## src/rtl/tmr_pkg.sv

```systemverilog
package tmr_pkg;
  typedef struct packed {
    logic       latchNow;
    logic [1:0] u1Sel;
    logic [1:0] u3Sel;
  } tmrStrobes_t;
endpackage

```

## src/rtl/tmr_edge_sync.sv

```systemverilog
module tmr_edge_sync #(
  parameter int STAGES = 2
) (
  input  logic clk,
  input  logic rstN,
  input  logic asyncIn,
  output logic risePulse
);
  logic [STAGES-1:0] syncQ;
  logic              prevQ;

  always_ff @(posedge clk) begin
    if (!rstN) begin
      syncQ <= '0;
      prevQ <= 1'b0;
    end else begin
      syncQ <= {syncQ[STAGES-2:0], asyncIn};
      prevQ <= syncQ[STAGES-1];
    end
  end

  assign risePulse = syncQ[STAGES-1] & ~prevQ;
endmodule

```

## src/rtl/tmr_datapath.sv

```systemverilog
module tmr_datapath
  import tmr_pkg::*;
#(
  parameter int CNT_W  = 16,
  parameter int PRE_W  = 12,
  parameter int U1_T1  = 2,
  parameter int U1_T2  = 8,
  parameter int U1_T3  = 9,
  parameter int U3_T1  = 12,
  parameter int U3_T2  = 11,
  parameter int U3_T3  = 10
) (
  input  logic             clk,
  input  logic             rstN,
  input  tmrStrobes_t      strobes,
  input  logic             refRise,
  input  logic             divRise,
  input  logic [CNT_W-1:0] cntValue,
  output logic             unit1CountEn,
  output logic             unit3CountEn,
  output logic [CNT_W-1:0] capValue
);
  logic [PRE_W-1:0] preCnt;
  logic [PRE_W:1]   tapHit;

  always_ff @(posedge clk) begin
    if (!rstN) preCnt <= '0;
    else       preCnt <= preCnt + 1'b1;
  end

  // tapHit[k] pulses once every 2**k cycles, when the low k bits wrap
  for (genvar k = 1; k <= PRE_W; k++) begin : g_tap
    assign tapHit[k] = &preCnt[k-1:0];
  end

  always_comb begin
    unique case (strobes.u1Sel)
      2'd0:    unit1CountEn = refRise;
      2'd1:    unit1CountEn = tapHit[U1_T1];
      2'd2:    unit1CountEn = tapHit[U1_T2];
      default: unit1CountEn = tapHit[U1_T3];
    endcase
    unique case (strobes.u3Sel)
      2'd0:    unit3CountEn = divRise;
      2'd1:    unit3CountEn = tapHit[U3_T1];
      2'd2:    unit3CountEn = tapHit[U3_T2];
      default: unit3CountEn = tapHit[U3_T3];
    endcase
  end

  always_ff @(posedge clk) begin
    if (!rstN)                 capValue <= '0;
    else if (strobes.latchNow) capValue <= cntValue;
  end
endmodule

```

## src/rtl/tmr_control.sv

```systemverilog
module tmr_control
  import tmr_pkg::*;
(
  input  logic        clk,
  input  logic        rstN,
  input  logic        busWrEn,
  input  logic        busRdEn,
  input  logic [7:0]  busWrData,
  input  logic        capSrcSel,
  input  logic        refRise,
  input  logic        extRise,
  input  logic        unit3Underflow,
  input  logic        monoEndPulse,
  output tmrStrobes_t strobes,
  output logic [7:0]  rdData,
  output logic        irqReq
);
  localparam int NFLAG = 2;  // index 1: capture flag, index 0: mono flag

  logic             latchSel;
  logic [1:0]       u1Sel;
  logic [1:0]       u3Sel;
  logic             cpSlm;
  logic [NFLAG-1:0] flagQ;
  logic [NFLAG-1:0] armedQ;
  logic [NFLAG-1:0] setEv;
  logic             capTrig;

  always_ff @(posedge clk) begin
    if (!rstN) begin
      latchSel <= 1'b0;
      u1Sel    <= 2'd0;
      u3Sel    <= 2'd0;
      cpSlm    <= 1'b0;
    end else if (busWrEn) begin
      latchSel <= busWrData[7];
      u1Sel    <= busWrData[6:5];
      u3Sel    <= busWrData[4:3];
      cpSlm    <= busWrData[2];
    end
  end

  always_comb begin
    if (latchSel) capTrig = capSrcSel ? extRise : refRise;
    else          capTrig = unit3Underflow;
  end

  assign setEv[1] = capTrig & ~cpSlm;
  assign setEv[0] = monoEndPulse & cpSlm;

  for (genvar f = 0; f < NFLAG; f++) begin : g_flag
    always_ff @(posedge clk) begin
      if (!rstN) begin
        flagQ[f]  <= 1'b0;
        armedQ[f] <= 1'b0;
      end else if (setEv[f]) begin
        flagQ[f]  <= 1'b1;
        armedQ[f] <= 1'b0;
      end else if (busWrEn && !busWrData[f] && armedQ[f]) begin
        flagQ[f]  <= 1'b0;
        armedQ[f] <= 1'b0;
      end else if (busRdEn && flagQ[f]) begin
        armedQ[f] <= 1'b1;
      end
    end
  end

  assign strobes.latchNow = capTrig;
  assign strobes.u1Sel    = u1Sel;
  assign strobes.u3Sel    = u3Sel;
  assign rdData           = {latchSel, u1Sel, u3Sel, cpSlm, flagQ};
  assign irqReq           = cpSlm ? flagQ[0] : flagQ[1];
endmodule

```

## src/rtl/tmr_mode_ctl.sv

```systemverilog
module tmr_mode_ctl
  import tmr_pkg::*;
#(
  parameter int CNT_W       = 16,
  parameter int SYNC_STAGES = 2
) (
  input  logic             clk,
  input  logic             rstN,
  input  logic             busWrEn,
  input  logic             busRdEn,
  input  logic [7:0]       busWrData,
  output logic [7:0]       busRdData,
  input  logic             capSrcSel,
  input  logic             refEdgeIn,
  input  logic             divEdgeIn,
  input  logic             extTrigIn,
  input  logic             unit3Underflow,
  input  logic             monoEndPulse,
  input  logic [CNT_W-1:0] cntValue,
  output logic             unit1CountEn,
  output logic             unit3CountEn,
  output logic [CNT_W-1:0] capValue,
  output logic             irqReq
);
  localparam int NSRC = 3;

  logic [NSRC-1:0] rawIn;
  logic [NSRC-1:0] risePulse;
  tmrStrobes_t     strobes;

  assign rawIn = {extTrigIn, divEdgeIn, refEdgeIn};

  for (genvar s = 0; s < NSRC; s++) begin : g_sync
    tmr_edge_sync #(.STAGES(SYNC_STAGES)) u_sync (
      .clk(clk), .rstN(rstN), .asyncIn(rawIn[s]), .risePulse(risePulse[s])
    );
  end

  tmr_control u_ctl (
    .clk(clk), .rstN(rstN), .busWrEn(busWrEn), .busRdEn(busRdEn),
    .busWrData(busWrData), .capSrcSel(capSrcSel),
    .refRise(risePulse[0]), .extRise(risePulse[2]),
    .unit3Underflow(unit3Underflow), .monoEndPulse(monoEndPulse),
    .strobes(strobes), .rdData(busRdData), .irqReq(irqReq)
  );

  tmr_datapath #(.CNT_W(CNT_W)) u_dp (
    .clk(clk), .rstN(rstN), .strobes(strobes),
    .refRise(risePulse[0]), .divRise(risePulse[1]),
    .cntValue(cntValue), .unit1CountEn(unit1CountEn),
    .unit3CountEn(unit3CountEn), .capValue(capValue)
  );
endmodule

```

## config.mk

```make
export PLATFORM = sky130hd
export DESIGN_NAME = tmr_mode_ctl
export DESIGN_NICKNAME = d
export VERILOG_FILES = /design/src/rtl/tmr_pkg.sv /design/src/rtl/tmr_edge_sync.sv /design/src/rtl/tmr_datapath.sv /design/src/rtl/tmr_control.sv /design/src/rtl/tmr_mode_ctl.sv
export SDC_FILE = /design/constraint.sdc
export NUM_CORES = 1
export LEC_CHECK = 0
export ABC_AREA = 1
export BUFFER_PORTS_ARGS = -buffer_cell sky130_fd_sc_hd__buf_2
export CORE_ASPECT_RATIO = 1.1
export CORE_MARGIN = 2
export CORE_UTILIZATION = 55
export CTS_BUF_LIST = sky130_fd_sc_hd__clkbuf_16
export DETAILED_ROUTE_END_ITERATION = 7
export PLACE_DENSITY_LB_ADDON = 0.3
export REMOVE_ABC_BUFFERS = 1
export SYNTH_ARGS = -nofsm -noshare
export SYNTH_HDL_FRONTEND = slang
export SYNTH_SLANG_ARGS = --single-unit
```

## constraint.sdc

```tcl
create_clock -name clk -period 3.85 [get_ports clk]
set_clock_uncertainty 0.1 [all_clocks]
set_input_delay 0.5775 -clock clk [delete_from_list [all_inputs] [get_ports clk]]
set_output_delay 0.5775 -clock clk [all_outputs]
set_load 0.02 [all_outputs]
```

==> impl_metrics.py <==
metrics = {
    "clock_network": {
        "cts_tree": "yes",
        "clk_transition_reported_paths_ns": 0.06,
        "post_cts_resized": 0,
        "cts-root-buf": "clkbuf_16",
        "post-cts-setup-buffers": 0,
        "cts_made_buffers": 5,
        "cts.sinks": 47,
        "cts_hold_buf": 0,
        "cts_buffer_depth": 2,
        "clk_latency_ns": 0.28,
        "htreeDepth": 2,
    },
    "power": {
        "powerDensity_nw_per_um2": 493,
        "irDropWorstVdd_mv": 0.300,
        "total_power_mw": 1.24,
        "p_leak_nw": 1.34,
    },
    "layout": {
        "num-fill-cells": 342,
        "nets": 369,
        "syn_to_final_growth_pct": 21.4,
        "drive_gt1_frac": 0.251,
        "diodes": 0,
        "stdcell_count": 385,
    },
    "route": {
        "vias_per_cell": 4.82,
        "finalWirelength_um": 4190,
        "dr.pass1.iters": 4,
        "drt_iter0_drc": 61,
        "drtAntennaViolNets": 0,
        "wl_per_cell_um": 10.9,
        "via_count": 1855,
        "remaining_drc_errors": 0,
    },
    "flow_run": {
        "cap_violations": 0,
    },
    "die": {
        "row_count": 23,
        "initial_utilization": 0.573,
        "core_um2": 3630,
        "die_w_um": 62.6,
        "dieArea_um2": 4290,
        "die_h_um": 68.5,
        "num_io_pins": 61,
    },
    "place": {
        "io_buffer_count": 60,
        "gp_congestion": 0.830,
        "hpwl_um": 2930,
        "place_inst": 377,
        "post-place-ws_ns": 1.81,
    },
    "outcome": {
        "status": "complete, no violations",
    },
    "setup_path": {
        "critical_path_class": "register to output pin",
        "end_kind": "output pin",
        "cp_max_fo": 6,
        "required_ns": 3.17,
        "cp_data_arrival_time_ns": 1.64,
        "crit_path_start_kind": "register",
    },
    "synthesis": {
        "synth_ff_type": "dfxtp_1",
        "netlist_area_um2": 2080,
        "yosysWarnings": 0,
        "netlist_top_cells_area": "dfxtp_1, nand2_1, nor2_1",
        "yosysTopAreaCell": "dfxtp_1",
        "synth.most_common_cell": "nand2_1",
        "ys_async_sr_fraction": 0,
        "synth-edff-count": 0,
        "syn_inst": 280,
        "syn_avg_cell_area_um2": 7.43,
        "yosysSeqAreaShare": 0.452,
        "ys_ff_latch": 47,
        "synth_commonest_cells": "nand2_1, dfxtp_1, nor2_1",
        "yosysUniqueCellTypes": 26,
        "synth_top_area_frac": 0.452,
    },
    "grt": {
        "grt_max_degree": 43,
        "grt_first_pass_wirelength_um": 6900,
        "grt_pass1_vias": 1637,
        "grt.total_usage": 0.205,
        "antenna_found_initial": 0,
        "globalRoute.totalOverflow": 0,
    },
    "timing": {
        "fmax_mhz": 432,
        "fin_hold_ws_ns": 0.311,
        "tightestPinTransition_ns": 0.759,
        "period_needed_ns": 2.32,
        "relSlewSlack": 0.493,
        "hold_viol": 0,
        "rsz0062_at_grt": "no",
        "final.setup.worst_slack_ns": 1.53,
        "timing.setup.tns_ns": 0,
        "finalCritPeriodShare": 0.602,
        "maxSlewViolCount": 0,
        "setup_viol": 0,
    },
    "worst_hold_path": {
        "hold_class": "register to register",
    },
}
-- power by group --
part	switching [mW]	internal, mW
Combinational	0.103	0.0623
Sequential	0.0185	0.517
Clock	0.175	0.369
Total	0.296	0.948
-- per-stage QoR --
step	utilization	cell area, um2
finish	0.696	2520
global route	0.696	2520
CTS	0.696	2520
detailed placement	0.644	2340
global placement	0.644	2340
floorplan	-	1970
-- cells in the final DEF, fill, tap and decap left out, types with 2 or more instances in the layout --
cell type,synthesis,routed
clkbuf_16,0,5
nand3b_1,2,2
a21oi_1,28,28
buf_2,3,60
dfxtp_1,47,47
nand3_1,17,17
nand2_1,52,52
nor2_1,42,42
bufinv_16,0,2
o21ai_0,10,10
inv_1,41,42
clkinv_1,2,2
nand3_2,13,13
nand4_1,2,2
-- flip-flops by register name, summed over array words and instances (netlist names) --
name                 cells
g_sync.u_sync.prevQ      3
g_sync.u_sync.syncQ      6
u_ctl.armedQ             2
u_ctl.cpSlm              1
u_ctl.latchSel           1
u_ctl.rdData             2
u_ctl.u1Sel              2
u_ctl.u3Sel              2
u_dp.capValue           16
u_dp.preCnt             12
-- kinds of logic after synthesis --
family          Yosys count  synth area share
simple gates            133             0.303
fa+ha+maj                 1           0.00602
flops                    47             0.452
xor+xnor                  1           0.00421
buf+inv                  57             0.132
compound gates           41             0.102
-- area by class of cell --
type | count | area [um2] | share of cell area
timing repair buffer | 61 | 308 | 0.122
multi-input combinational | 176 | 863 | 0.342
clock buffer | 5 | 125 | 0.0496
inverter | 43 | 161 | 0.0639
tap | 50 | 62.6 | 0.0248
sequential | 47 | 941 | 0.373
clock inverter | 3 | 63.8 | 0.0253
-- worst max-delay path, stage by stage, from the launching register on --
cell      delay [ns]
dfxtp_1         0.36
ha_1            0.20
nand2_1         0.09
nor2_2          0.20
nand2_1         0.11
clkinv_1        0.08
nand3b_1        0.08
nand3_1         0.08
buf_2           0.16
-- per-layer routing --
metal / share of wire / vias to the layer above / track usage
li1: - / 976 / -
met1: 0.45 / 826 / 0.229
met2: 0.47 / 47 / 0.378
met3: 0.063 / 6 / 0.0584
met4: 0.014 / 0 / 0.0750
met5: 0 / - / 0
-- worst paths after layout --
kind,startpoint,to,slack [ns],cells after the start
hold / removal,g_sync[1].u_sync.syncQ[0],g_sync[1].u_sync.syncQ[1],0.31,2
setup reg to reg,g_sync[0].u_sync.prevQ,u_dp.capValue[11],2.18,5
setup / recovery,u_dp.preCnt[0],unit3CountEn,1.53,8
hold reg to reg,g_sync[1].u_sync.syncQ[0],g_sync[1].u_sync.syncQ[1],0.31,2
(Power assumes the default switching activity.)
